## config.mk

```make
export PLATFORM = sky130hd
export DESIGN_NAME = refdiv_top
export DESIGN_NICKNAME = d
export VERILOG_FILES = /design/src/rtl/refdiv_pkg.sv /design/src/rtl/refdiv_edge.sv /design/src/rtl/refdiv_cfg.sv /design/src/rtl/refdiv_fsm.sv /design/src/rtl/refdiv_top.sv
export SDC_FILE = /design/constraint.sdc
export NUM_CORES = 1
export LEC_CHECK = 0
export ABC_AREA = 1
export BUFFER_PORTS_ARGS = -buffer_cell sky130_fd_sc_hd__buf_2
export CORE_MARGIN = 3
export CORE_UTILIZATION = 51
export DETAILED_ROUTE_END_ITERATION = 8
export HOLD_SLACK_MARGIN = 0.08
export PLACE_DENSITY = 0.75
export SLEW_MARGIN = 25
export SYNTH_ARGS = -nofsm -noshare
export SYNTH_HDL_FRONTEND = slang
export SYNTH_SLANG_ARGS = --single-unit
```

## constraint.sdc

```tcl
create_clock -name clk -period 1.9 [get_ports clk]
set_input_delay 0.19 -clock clk [delete_from_list [all_inputs] [get_ports clk]]
set_output_delay 0.19 -clock clk [all_outputs]
set_load 0.01 [all_outputs]
```

## src/rtl/refdiv_pkg.sv

```systemverilog
package refdiv_pkg;
    typedef enum logic [1:0] {
        ST_OFF    = 2'd0,
        ST_FIRST  = 2'd1,
        ST_SECOND = 2'd2
    } rdiv_state_e;
endpackage

```

## src/rtl/refdiv_edge.sv

```systemverilog
// Samples the reference and flags counted edges (rising, plus falling when doubling).
module refdiv_edge (
    input  logic clk,
    input  logic rst_n,
    input  logic ref_in,
    input  logic both_edges,
    output logic edge_ev
);
    logic smp_now;
    logic smp_old;

    always_ff @(posedge clk or negedge rst_n) begin
        if (!rst_n) begin
            smp_now <= 1'b0;
            smp_old <= 1'b0;
        end else begin
            smp_now <= ref_in;
            smp_old <= smp_now;
        end
    end

    always_comb begin
        edge_ev = (smp_now & ~smp_old) | (both_edges & ~smp_now & smp_old);
    end
endmodule

```

## src/rtl/refdiv_cfg.sv

```systemverilog
// Pending/active configuration staging with zero-ratio substitution.
module refdiv_cfg #(
    parameter int R_W = 10
) (
    input  logic           clk,
    input  logic           rst_n,
    input  logic           wr_en,
    input  logic [R_W-1:0] wr_r,
    input  logic           wr_t,
    input  logic           wr_d,
    input  logic           apply,
    output logic [R_W-1:0] act_r,
    output logic           act_t,
    output logic           act_d,
    output logic           err
);
    localparam logic [R_W-1:0] R_ONE = R_W'(1);

    logic [R_W-1:0] pend_r;
    logic           pend_t;
    logic           pend_d;
    logic           pend_vld;
    logic           wr_zero;

    assign wr_zero = (wr_r == '0);

    always_ff @(posedge clk or negedge rst_n) begin
        if (!rst_n) begin
            pend_r   <= R_ONE;
            pend_t   <= 1'b0;
            pend_d   <= 1'b0;
            pend_vld <= 1'b0;
            act_r    <= R_ONE;
            act_t    <= 1'b0;
            act_d    <= 1'b0;
            err      <= 1'b0;
        end else begin
            if (wr_en) begin
                pend_r   <= wr_zero ? R_ONE : wr_r;
                pend_t   <= wr_t;
                pend_d   <= wr_d;
                pend_vld <= 1'b1;
                if (wr_zero) begin
                    err <= 1'b1;
                end
            end else if (apply && pend_vld) begin
                act_r    <= pend_r;
                act_t    <= pend_t;
                act_d    <= pend_d;
                pend_vld <= 1'b0;
            end
        end
    end
endmodule

```

## src/rtl/refdiv_fsm.sv

```systemverilog
// Event counter and halving state machine.
module refdiv_fsm
    import refdiv_pkg::*;
#(
    parameter int R_W = 10
) (
    input  logic           clk,
    input  logic           rst_n,
    input  logic           pwr_down,
    input  logic           edge_ev,
    input  logic [R_W-1:0] act_r,
    input  logic           act_t,
    output logic           tick,
    output logic           apply,
    output logic           running
);
    rdiv_state_e    state;
    rdiv_state_e    state_nxt;
    logic [R_W-1:0] cnt;
    logic           at_term;
    logic           grp_done;
    logic           full_term;

    assign at_term   = (cnt == act_r - R_W'(1));
    assign grp_done  = edge_ev && at_term;
    assign full_term = grp_done &&
                       ((state == ST_SECOND) || ((state == ST_FIRST) && !act_t));
    assign apply     = (state == ST_OFF) || full_term;
    assign running   = (state != ST_OFF);

    always_comb begin
        state_nxt = state;
        unique case (state)
            ST_OFF: begin
                state_nxt = pwr_down ? ST_OFF : ST_FIRST;
            end
            ST_FIRST: begin
                if (pwr_down) begin
                    state_nxt = ST_OFF;
                end else if (grp_done && act_t) begin
                    state_nxt = ST_SECOND;
                end
            end
            ST_SECOND: begin
                if (pwr_down) begin
                    state_nxt = ST_OFF;
                end else if (grp_done) begin
                    state_nxt = ST_FIRST;
                end
            end
            default: state_nxt = ST_OFF;
        endcase
    end

    // State register and event count
    always_ff @(posedge clk or negedge rst_n) begin
        if (!rst_n) begin
            state <= ST_OFF;
            cnt   <= '0;
        end else begin
            state <= state_nxt;
            if ((state == ST_OFF) || (state_nxt == ST_OFF)) begin
                cnt <= '0;
            end else if (edge_ev) begin
                cnt <= at_term ? '0 : cnt + R_W'(1);
            end
        end
    end

    // Output register
    always_ff @(posedge clk or negedge rst_n) begin
        if (!rst_n) begin
            tick <= 1'b0;
        end else begin
            tick <= full_term && !pwr_down;
        end
    end
endmodule

```

## src/rtl/refdiv_top.sv

```systemverilog
module refdiv_top #(
    parameter int R_W = 10
) (
    input  logic           clk,
    input  logic           rst_n,
    input  logic           ref_in,
    input  logic           pwr_down,
    input  logic           cfg_we,
    input  logic [R_W-1:0] cfg_r,
    input  logic           cfg_t,
    input  logic           cfg_d,
    output logic           pfd_tick,
    output logic [R_W-1:0] stat_r,
    output logic           stat_t,
    output logic           stat_d,
    output logic           cfg_err
);
    logic edge_ev;
    logic apply;
    logic running;

    refdiv_edge u_edge (
        .clk        (clk),
        .rst_n      (rst_n),
        .ref_in     (ref_in),
        .both_edges (stat_d),
        .edge_ev    (edge_ev)
    );

    refdiv_cfg #(.R_W(R_W)) u_cfg (
        .clk    (clk),
        .rst_n  (rst_n),
        .wr_en  (cfg_we),
        .wr_r   (cfg_r),
        .wr_t   (cfg_t),
        .wr_d   (cfg_d),
        .apply  (apply),
        .act_r  (stat_r),
        .act_t  (stat_t),
        .act_d  (stat_d),
        .err    (cfg_err)
    );

    refdiv_fsm #(.R_W(R_W)) u_fsm (
        .clk      (clk),
        .rst_n    (rst_n),
        .pwr_down (pwr_down),
        .edge_ev  (edge_ev),
        .act_r    (stat_r),
        .act_t    (stat_t),
        .tick     (pfd_tick),
        .apply    (apply),
        .running  (running)
    );
endmodule

```

======== Word-level counts from Yosys, hierarchy flattened ========
Cells that the tools add are included.
cells by class
  bitwise logic cells ..................... 7
  mux-type cells .......................... 12
  add/subtract/negate cells ............... 2
  equal/unequal tests ..................... 3
  reduce and logical (&&, ||, !) cells .... 18
operators with widths
  operator                 count
  $mux W10                 4
  $add A10 B1 Y10 const B  1
  $eq A10 B10 Y1           1
  $logic_not A10 Y1        1
  $sub A10 B1 Y10 const B  1
  $mux W2                  4
  $logic_and A1 B1 Y1      6
  $pmux W2 S3              1
  $logic_not A2 Y1         2
  $reduce_and A2 Y1        2
  $reduce_bool A2 Y1       2
  $and A1 B1 Y1            3
  $logic_or A1 B1 Y1       3
  $mux W1                  3
  $not A1 Y1               3
  $eq A2 B1 Y1 const B     1
  $eq A2 B2 Y1 const B     1
  $logic_not A1 Y1         2
  $or A1 B1 Y1             1
word-level totals
  register bits ........................... 41
  input port bits ......................... 17
  logic and storage cells ................. 55

======== Longest topological paths before layout ========
Gate-level depths: netlist of run 1.
  depth after elaboration ................. 12
  gate-level depth with buffers ........... 16
  gate-level depth less buffers ........... 15

======== By module ========
A second synthesis of run 1 with hierarchy kept.
unflattened totals
  cell total of the unflattened synthesis .. 308
  area total of the unflattened synthesis .. 2329.7 um2
by module, submodules not included
  module       area an instance (um2)  cells each  instances  seq. area each (um2)
  refdiv_fsm   1199.9                  195         1          325.3
  refdiv_cfg   1059.8                  106         1          653.1
  refdiv_edge  70.1                    7           1          50.0

======== Worst setup path before layout of run 1 ========
Ideal clock, no wire load.
  path type ............................... register to register
  from .................................... reg u_cfg.act_r[0]
  to ...................................... reg u_cfg.act_r[3]
  required time ........................... 1783 ps
  period minus slack after synthesis ...... 2047 ps
  arrival time ............................ 1930 ps
  setup slack ............................. -147 ps
  stages on the path, launching flop included .. 16
  cells stage by stage .................... dfstp_2 -> inv_2 -> ha_1 -> nand2_1 -> inv_1 -> nor2_1 -> nand3_1 -> nor2_1 -> nand2_1 -> nor2_4 -> nand4_4 -> nand2_4 -> nand2_4 -> buf_6 -> nand2_1 -> nand2_1
between the ends
  longest elaborated chain between the ends .. 7
RTL lines
  item                         line              text
  start, declared              refdiv_cfg.sv:12  output logic [R_W-1:0] act_r,
  start signal, assigned       refdiv_cfg.sv:47  act_r <= pend_r;
  $sub A10 B1 Y10              refdiv_fsm.sv:24  assign at_term = (cnt == act_r - R_W'(1));
  $eq A10 B10 Y1               refdiv_fsm.sv:24
  $logic_and A1 B1 Y1          refdiv_fsm.sv:25  assign grp_done = edge_ev && at_term;
  $logic_and A1 B1 Y1          refdiv_fsm.sv:26  assign full_term = grp_done &&
  $logic_or A1 B1 Y1           refdiv_fsm.sv:28  assign apply = (state == ST_OFF) || full_term;
  $logic_and A1 B1 Y1          refdiv_cfg.sv:46  end else if (apply && pend_vld) begin
  $reduce_and A2 Y1 (no line)  --
No other way between the ends.
A chain may end at the register's enable or synchronous reset.

======== Worst setup path in the final report of run 1 ========
  from .................................... reg u_cfg.act_r[0]
  to ...................................... reg u_cfg.act_r[8]
The elaborated chain is that of the path after synthesis.

==> results_dict.tcl, run 1 <==
set metrics [dict create \
    status "finished, violations left" \
    violations "negative setup slack" \
    syn_nets 307 \
    grt_pass1_vias 1828 \
    io_buffers 30 \
    clockRootBuffer "clkbuf_8" \
    ioPinCount 31 \
    postRouteWirelength_um 4630 \
    yosys_warnings 0 \
    cts_tree "done" \
    drc 0 \
    worst_setup_path_end_kind "register" \
    total_leakage_power_nw 1.40 \
    power_frac_clock_pct 26.5 \
    period_share_pct 106 \
    nets 351 \
    die_x_um 71.5 \
    fp.coreArea_um2 4060 \
    pwr-share-comb_pct 32.9 \
    cts_buffers 5 \
    synthCells 288 \
    cts_buffer_depth 2 \
    synth.area.top_cells "dfrtp_1, nand2_1, nand3_1" \
    p_seq_share_pct 40.6 \
    dr.first_iter.drc_count 102 \
    slew_violations 0 \
    final_antenna_net_count 0 \
    finClkSkew_ns 0.00489 \
    die_y_um 71.5 \
    die-area_um2 5120 \
    setup_violations 20 \
    diodes 0 \
    clk_latency_ns 0.30 \
    avgSynthCellArea_um2 7.60 \
    dp_slack_ns -0.0648 \
    maxSlewHeadroom_pct 66.6 \
    hpwl_um 3280 \
    max_cap_violations 0 \
    period_needed_ns 2.01 \
    drive_above_1_share_pct 24.9 \
    grt_max_degree 42 \
    utilization_pct 67.1 \
    p_sw_mw 0.981 \
    area_delta_synth_final_pct 24.3 \
    finalHoldViolCount 0 \
    dr.pass1.iters 5 \
    grt-ovfl-total 0 \
    cts_sinks 41 \
    fmax_mhz 498 \
    via_count 1951 \
    start_util_pct 54.0 \
    cts.htree.levels 2 \
    fin_cells 383 \
    cp.required_ns 2.14 \
    netSwitchingFraction_pct 36.1 \
    rsz0062_at_grt "true" \
    grt_use_total_pct 20.3 \
    ir_drop_mv 0.470 \
    grt_antenna_before_repair 0 \
    dpl.cell_count 369 \
    via_per_inst 5.09 \
    critPathLaunchType "register" \
    place_congestion 0.836 \
    final_common_cell "nand2_1" \
    final_cell_mix "nand2_1, dfrtp_1, buf_2" \
    fillerInstances 326 \
    rows 23 \
    synth_area_um2 2190 \
    yosysTopAreaCellShare_pct 44.6 \
    yosysTopAreaCell "dfrtp_1" \
    synth_seq_cells 41 \
    grt_first_pass_wirelength_um 8180 \
    powerDensity_nw_per_um2 998 \
    wl_per_cell_um 12.1 \
    internal-power_mw 1.74 \
    path_class "register to register" \
    worst_pin_slew_ns 0.501 \
    synth-seq-area-share_pct 47.0 \
    worstPathMaxFanout 6 \
    clkTransAtPathRegs_ns 0.08 \
    hold_path.class "input pin to register" \
    fin_ws_ns -0.107 \
    cp.arrival_ns 2.25 \
    ys_types 29 \
]
==> sequential cells by signal (all words and copies together), names as in the netlist <==
register        flops
u_cfg.act_d         1
u_cfg.act_r        10
u_cfg.act_t         1
u_cfg.err           1
u_cfg.pend_d        1
u_cfg.pend_r       10
u_cfg.pend_t        1
u_cfg.pend_vld      1
u_edge.smp_now      1
u_edge.smp_old      1
u_fsm.cnt          10
u_fsm.state         2
u_fsm.tick          1
==> logic make-up after synthesis <==
kind of cell	Yosys count	share of synthesized area, %
XOR/XNOR	9	3.94
adder cells (fa/ha/maj)	2	1.14
AND/OR/NAND/NOR	185	37.6
flip-flops	41	47.0
buffers and inverters	38	7.26
AO/OA/AOI/OAI	13	3.09
==> routing by layer <==
metal | vias to the layer above | track usage [%] | routed length, um
met3 | 15 | 4.21 | 254
li1 | 988 | - | -
met1 | 885 | 26.0 | 2010
met4 | 0 | 8.14 | 106
met2 | 63 | 33.5 | 2260
met5 | - | 0 | 0
==> path summary, 6_finish.rpt <==
| kind | depth (start not counted) | slack [ns] | end | from |
|---|---|---|---|---|
| setup / recovery | 14 | -0.11 | u_cfg.act_r[8] | u_cfg.act_r[0] |
| hold / removal | 3 | 0.09 | u_cfg.pend_r[5] | cfg_r[5] |
| setup reg to reg | 14 | -0.11 | u_cfg.act_r[8] | u_cfg.act_r[0] |
| hold reg to reg | 0 | 0.43 | u_edge.smp_old | u_edge.smp_now |
| max in group asynchronous | 3 | 1.06 | u_cfg.pend_r[0] | rst_n |
| min in group asynchronous | 3 | 0.46 | u_fsm.cnt[1] | rst_n |
==> timing repair <==
action | in CTS | in global routing
endpoints found under the hold margin | 41 | 0
gates resized for setup | 1 | 20
cloned | 0 | 2
hold buffers | 3 | 0
setup buffers | 1 | 0
endpoints found under the setup margin | 23 | 26
pin swaps | 2 | 1
==> power by group through the flow <==
stage	clock [mW]	combinational (mW)	sequential, mW
final	0.720	0.894	1.10
after global routing	0.769	1.02	1.12
after CTS	0.729	0.842	1.09
after detailed placement	0	0.811	1.11
after global placement	0	0.798	1.11
after floorplan	0	0.533	1.13
==> Yosys cell counts <==
cell / count
xnor2_1: 2
nand4_4: 1
inv_1: 29
nor2_2: 2
o21bai_1: 1
o21ai_0: 7
nand2_2: 2
o21ai_1: 1
nor2_1: 24
inv_2: 3
nand3_2: 1
nand3_1: 28
buf_2: 1
and2_1: 1
nor2_4: 2
a21oi_1: 4
nand2_4: 2
xor2_2: 1
nand4_1: 3
nor3_1: 7
clkbuf_1: 3
nor4_1: 3
nand3b_1: 1
nand2_1: 108
dfrtp_1: 39
xor2_1: 6
dfstp_2: 2
buf_6: 2
ha_1: 2
==> cell type report <==
class / instances / area (um2) / share of cell area [%]
multi-input cells: 210 / 1120 / 41.1
inverters: 32 / 120 / 4.41
clock inverters: 3 / 46.3 / 1.70
well taps: 50 / 62.6 / 2.30
repair buffers: 42 / 278 / 10.2
flip-flops and latches: 41 / 1030 / 37.8
clock buffers: 5 / 68.8 / 2.53
==> critical path: stages (launching register included) <==
cell and delay [ns]:
dfstp_2 0.54, inv_2 0.05, ha_4 0.21, nand2_2 0.06
inv_2 0.03, nor2_2 0.08, nand3_1 0.07, nor2_1 0.11
nand2_1 0.09, nor2_4 0.12, nand4_4 0.13, nand2_8 0.14
clkbuf_16 0.16, nand3_2 0.06, nand2_1 0.08
==> through the flow <==
stage / hold WS (ns) / instance area, um2 / TNS [ns] / power [mW]
after floorplan: -0.106 / 2200 / -1.16 / 1.66
after global routing: 0.101 / 2720 / -5.36 / 2.92
after detailed placement: 0.278 / 2440 / -0.572 / 1.92
after CTS: 0.0868 / 2600 / -0.636 / 2.67
after global placement: 0.279 / 2440 / -0.0618 / 1.91
final: 0.0927 / 2720 / -1.01 / 2.72
(Power assumes the default switching activity.)
==> run 2: changes to the inputs <==
--- a/config.mk
+++ b/config.mk
@@ -7,7 +7,7 @@
 export LEC_CHECK = 0
 export ABC_AREA = 1
 export BUFFER_PORTS_ARGS = -buffer_cell sky130_fd_sc_hd__buf_2
-export CORE_MARGIN = 3
+export CORE_MARGIN = 8
 export CORE_UTILIZATION = 51
 export DETAILED_ROUTE_END_ITERATION = 8
 export HOLD_SLACK_MARGIN = 0.08
==> results_dict.tcl, run 2 (synthesized netlist as in run 1, its figures left out) <==
set metrics [dict create \
    diodes 0 \
    clkTransAtPathRegs_ns 0.09 \
    wl_met2_um 2450 \
    cts_buffers 5 \
    die_y_um 81.5 \
    dr.pass1.iters 4 \
    ir_drop_mv 0.585 \
    p_sw_mw 1.00 \
    utilization_pct 64.5 \
    start_util_pct 51.7 \
    cts_tree "done" \
    setup_violations 26 \
    wl_per_cell_um 12.9 \
    grt_use_total_pct 15.4 \
    internal-power_mw 1.74 \
    final_cell_mix "nand2_1, dfrtp_1, buf_2" \
    dr.first_iter.drc_count 165 \
    dpl.cell_count 371 \
    largestRegisters "u_cfg.act_r (10), u_cfg.pend_r (10), u_fsm.cnt (10)" \
    die_x_um 81.5 \
    grt_pass1_vias 1893 \
    clk_latency_ns 0.30 \
    via_per_inst 5.10 \
    cts.htree.levels 2 \
    cts_buffer_depth 2 \
    multi_input_area_um2 1120 \
    status "finished, violations left" \
    grt_first_pass_wirelength_um 8190 \
    powerDensity_nw_per_um2 1010 \
    finClkSkew_ns 0.0116 \
    area_delta_synth_final_pct 24.6 \
    drt-met1-wl_um 2200 \
    finalSetupTns_ns -2.85 \
    power_frac_clock_pct 26.1 \
    grt_antenna_before_repair 0 \
    slowest_delay_ns 0.55 \
    total_leakage_power_nw 1.40 \
    final_antenna_net_count 0 \
    maxSlewHeadroom_pct 65.7 \
    grt_max_degree 42 \
    pwr-share-comb_pct 33.8 \
    clockRootBuffer "clkbuf_8" \
    critPathLaunchType "register" \
    max_cap_violations 0 \
    crit_buf_inv 3 \
    drive_above_1_share_pct 24.3 \
    postRouteWirelength_um 4970 \
    die-area_um2 6650 \
    period_share_pct 109 \
    ioPinCount 31 \
    drc 0 \
    fin_ws_ns -0.177 \
    fmax_mhz 481 \
    finalHoldViolCount 0 \
    rows 24 \
    netSwitchingFraction_pct 36.6 \
    slew_violations 0 \
    cp_top_family "simple AND/OR/NAND/NOR gates" \
    fp.coreArea_um2 4230 \
    worstPathMaxFanout 8 \
    cp.required_ns 2.14 \
    worst_pin_slew_ns 0.514 \
    rsz0062_at_grt "true" \
    regArea_um2 1030 \
    nets 352 \
    path_class "register to register" \
    fin_cells 386 \
    p_seq_share_pct 40.1 \
    dr_wl_met3_um 224 \
    cts_sinks 41 \
    worst_setup_path_end_kind "register" \
    crit_path_frequent_cell "nand2_1" \
    via_count 1970 \
    final_common_cell "nand2_1" \
    violations "negative setup slack" \
    grt-ovfl-total 0 \
    fillerInstances 367 \
    hold_path.class "input pin to register" \
    cp_slowest_cell "dfstp_2" \
    routed.top_layer "met4" \
    cp.arrival_ns 2.32 \
    place_congestion 0.835 \
    io_buffers 30 \
    path_cells "inv_2, ha_4, inv_1, nand2_1, nand3_1, nand3_1, nor2_1, nand2_1, nor2_4, nand4_4, nand2_8, clkbuf_16, nand3_2, nand2_1" \
    hpwl_um 3460 \
    period_needed_ns 2.08 \
]
[run 2: changes by cell type in the layout (fill, tap and decap cells not counted), moves of 2 or more]
cell	change
nand3_2	-8
nand3_1	+6
buf_4	+2
nand3_4	+2
[run 2: timing repair]
| item | CTS | global route |
|---|---|---|
| hold buffers | 2 | 0 |
| gates cloned | 0 | 2 |
| hold endpoints to repair | 40 | 0 |
| pin swaps | 2 | 13 |
| setup buffers | 0 | 3 |
| setup endpoints to repair | 20 | 26 |
| gates resized for setup | 2 | 18 |
[run 2: final timing paths]
path / slack (ns) / startpoint / end / depth (start not counted)
setup / recovery: -0.18 / u_cfg.act_r[0] / u_cfg.act_r[4] / 14
hold / removal: 0.09 / pwr_down / u_fsm.tick / 2
setup reg to reg: -0.18 / u_cfg.act_r[0] / u_cfg.act_r[4] / 14
hold reg to reg: 0.42 / u_edge.smp_now / u_edge.smp_old / 0
max in group asynchronous: 1.06 / rst_n / u_cfg.pend_r[0] / 3
min in group asynchronous: 0.47 / rst_n / u_fsm.cnt[4] / 3
[run 2: cell type report]
class	count	share of cell area [%]
Multi-Input combinational cell	210	40.9
Sequential cell	41	37.7
Timing Repair Buffer	43	10.4
Inverter	32	4.40
Clock buffer	5	2.52
Tap cell	52	2.38
Clock inverter	3	1.70
[run 2: routing by layer]
layer / up-vias / global-route usage (%)
met3: 12 / 3.94
li1: 990 / -
met1: 915 / 18.4
met5: - / 0
met2: 53 / 25.8
met4: 0 / 6.79
[run 2: power by group through the flow]
stage	combinational, mW	clock [mW]	sequential, mW
floorplan	0.533	0	1.13
finish	0.929	0.716	1.10
CTS	0.833	0.732	1.10
global placement	0.806	0	1.11
detailed placement	0.820	0	1.11
global route	1.04	0.767	1.12
[run 2: stage by stage]
step	hold slack, ns	power [mW]	worst slack, ns	cell area (um2)
global route	0.0849	2.93	-0.330	2730
global placement	0.278	1.92	-0.0441	2440
CTS	0.0810	2.66	-0.0491	2590
detailed placement	0.276	1.93	-0.0694	2440
finish	0.0895	2.75	-0.177	2730
floorplan	-0.106	1.66	-0.120	2200
[run 2: worst reg2reg max path, cell delays in order, from the launching register on]
cell and delay (ns):
dfstp_2 0.55, inv_2 0.05, ha_4 0.16, inv_1 0.05, nand2_1 0.07, nand3_1 0.11
nand3_1 0.09, nor2_1 0.11, nand2_1 0.11, nor2_4 0.15, nand4_4 0.12, nand2_8 0.18
clkbuf_16 0.16, nand3_2 0.06, nand2_1 0.07
==> run 3: changes to the inputs <==
--- a/config.mk
+++ b/config.mk
@@ -8,11 +8,12 @@
 export ABC_AREA = 1
 export BUFFER_PORTS_ARGS = -buffer_cell sky130_fd_sc_hd__buf_2
 export CORE_MARGIN = 8
-export CORE_UTILIZATION = 51
+export CORE_UTILIZATION = 52
 export DETAILED_ROUTE_END_ITERATION = 8
 export HOLD_SLACK_MARGIN = 0.08
-export PLACE_DENSITY = 0.75
+export PLACE_DENSITY = 0.76
 export SLEW_MARGIN = 25
 export SYNTH_ARGS = -nofsm -noshare
 export SYNTH_HDL_FRONTEND = slang
+export SYNTH_HIERARCHICAL = 1
 export SYNTH_SLANG_ARGS = --single-unit
==> results_dict.tcl, run 3 <==
set metrics [dict create \
    final_cell_mix "nand2_1, inv_1, buf_4" \
    synth-seq-area-share_pct 44.1 \
    yosysTopAreaCellShare_pct 41.9 \
    placed_area_um2 2870 \
    cts_buffer_depth 2 \
    ys_top_cells_by_count "nand2_1, inv_1, dfrtp_1" \
    dr.pass1.iters 4 \
    drive_above_1_share_pct 37.3 \
    postRouteWirelength_um 6550 \
    worstHoldPathCells 3 \
    powerDensity_nw_per_um2 1050 \
    holdPathEnd "u_cfg/pend_r[4]" \
    r2r-end "u_cfg/act_r[2]" \
    cts.htree.levels 2 \
    die_y_um 82.9 \
    critPathLaunchType "register" \
    rows 24 \
    max_cap_violations 0 \
    period_share_pct 119 \
    slew_violations 0 \
    avgSynthCellArea_um2 7.56 \
    fin_ws_ns -0.369 \
    grt-ovfl-total 0 \
    path_class "register to register" \
    via_count 2340 \
    wl_per_cell_um 14.7 \
    wl_met2_um 3370 \
    die_x_um 82.9 \
    dr.first_iter.drc_count 182 \
    hpwl_um 4220 \
    final_antenna_net_count 0 \
    area_delta_synth_final_pct 38.8 \
    synthArstFlopShare_pct 100 \
    die-area_um2 6880 \
    fillerInstances 332 \
    place_congestion 0.817 \
    cts_sinks 41 \
    dr_wl_met3_um 266 \
    total_leakage_power_nw 1.66 \
    grt_antenna_before_repair 0 \
    r2r-start "u_cfg/act_r[0]" \
    dp_slack_ns -0.372 \
    worst_pin_slew_ns 0.530 \
    ir_drop_mv 0.653 \
    synth.area.top_cells "dfrtp_1, nand2_1, inv_1" \
    nets 412 \
    drt-met1-wl_um 2730 \
    synthCells 308 \
    io_buffers 30 \
    final_common_cell "nand2_1" \
    synthFlopType "dfrtp_1" \
    synth_seq_cells 41 \
    clkTransAtPathRegs_ns 0.08 \
    syn_nets 327 \
    drc 0 \
    clockRootBuffer "clkbuf_8" \
    finClkSkew_ns 0.00704 \
    ioPinCount 31 \
    finalHoldViolCount 0 \
    fp.coreArea_um2 4320 \
    routed.top_layer "met4" \
    grt_first_pass_wirelength_um 10000 \
    reg2reg_depth 14 \
    start_util_pct 53.9 \
    worstPathMaxFanout 4 \
    min_from "cfg_r[4]" \
    grt_use_total_pct 17.2 \
    violations "negative setup slack" \
    diodes 0 \
    synth-edff-count 0 \
    setup_violations 25 \
    largestRegisters "u_cfg/act_r (10), u_cfg/pend_r (10), u_fsm/cnt (10)" \
    cts_tree "done" \
    rsz0062_at_grt "true" \
    yosys_warnings 6 \
    r2r_setup_slack_ns -0.37 \
    status "finished, violations left" \
    grt_max_degree 42 \
    cp.arrival_ns 2.46 \
    ys_types 29 \
    grt_pass1_vias 2351 \
    cts_buffers 5 \
    yosysTopAreaCell "dfrtp_1" \
    fmax_mhz 441 \
    final_cell_area_um2 3230 \
    period_needed_ns 2.27 \
    via_per_inst 5.25 \
    synth_area_um2 2330 \
    yosysMostFrequentCell "nand2_1" \
    hold_path.class "input pin to register" \
    cp.required_ns 2.09 \
    clk_latency_ns 0.30 \
    maxSlewHeadroom_pct 64.7 \
    worst_setup_path_end_kind "register" \
]
run 3: per-stage QoR:
step	std cells	power (mW)	hold WS, ns	TNS (ns)	util, %
global placement	426	2.31	0.289	-3.91	66.3
global route	446	3.60	0.113	-9.26	74.8
detailed placement	426	2.35	0.292	-5.80	66.3
floorplan	308	1.80	-0.106	-3.87	-
finish	446	3.40	0.113	-6.22	74.8
CTS	442	3.19	0.101	-3.79	71.3
run 3: worst max-delay path by stage:
| stage | startpoint | endpoint | cells past startpoint |
|---|---|---|---|
| final | u_cfg/act_r[0] | u_cfg/act_r[2] | 14 |
| after global routing | u_cfg/act_r[2] | u_cfg/act_r[7] | 12 |
| after CTS | u_cfg/act_r[0] | u_cfg/act_r[2] | 15 |
| after detailed placement | u_cfg/act_r[0] | u_cfg/act_r[3] | 15 |
| after global placement | u_cfg/act_r[0] | u_cfg/act_r[4] | 15 |
| after floorplan | u_cfg/act_r[0] | u_cfg/act_r[8] | 15 |
run 3: cell type report:
type	instances	area, um2	share of cell area [%]
Clock buffer	6	82.6	2.55
Clock inverter	2	37.5	1.16
Multi-Input combinational cell	211	1200	37.1
Inverter	51	191	5.92
Timing Repair Buffer	83	628	19.4
Sequential cell	41	1030	31.8
Tap cell	52	65.1	2.01
run 3: worst max-delay path, cell delays in order, from the launching register on:
cell and delay, ns:
dfstp_2 0.54, inv_2 0.05, ha_4 0.26, nand2_1 0.06
nand2_1 0.07, nand2_2 0.08, nor2_4 0.11, nand3_2 0.10
nor2_4 0.11, nand4_1 0.12, o21ai_2 0.20, nand3_4 0.16
clkbuf_16 0.19, nand2_1 0.05, o21ai_1 0.06
run 3: repair_timing:
item,4_1_cts,5_1_grt
pin swaps,1,5
cloned,0,2
endpoints found under the hold margin,40,0
resized for setup,7,26
setup endpoints to repair,24,26
buffers inserted,7,4
hold buffers,2,0
run 3: logic make-up after synthesis:
kind of cell             count (synthesis)  synth area share (%)
flip-flops                              41                  44.1
AO/OA/AOI/OAI                           31                  8.38
adder cells (fa/ha/maj)                  2                  1.07
AND/OR/NAND/NOR                        169                  33.2
buffers and inverters                   56                  9.83
XOR/XNOR                                 9                  3.38
run 3: power by group:
part           leakage, nW  internal (mW)  switching (mW)  total [mW]
Sequential           0.516          0.983          0.0991        1.08
Combinational         1.09          0.717           0.863        1.58
Clock               0.0574          0.427           0.312       0.739
Total                 1.66           2.13            1.27        3.40
run 3: layer usage:
metal,GRT usage [%],up-vias
li1,-,1137
met3,3.42,16
met5,0,-
met2,30.1,69
met4,7.67,0
met1,19.7,1118
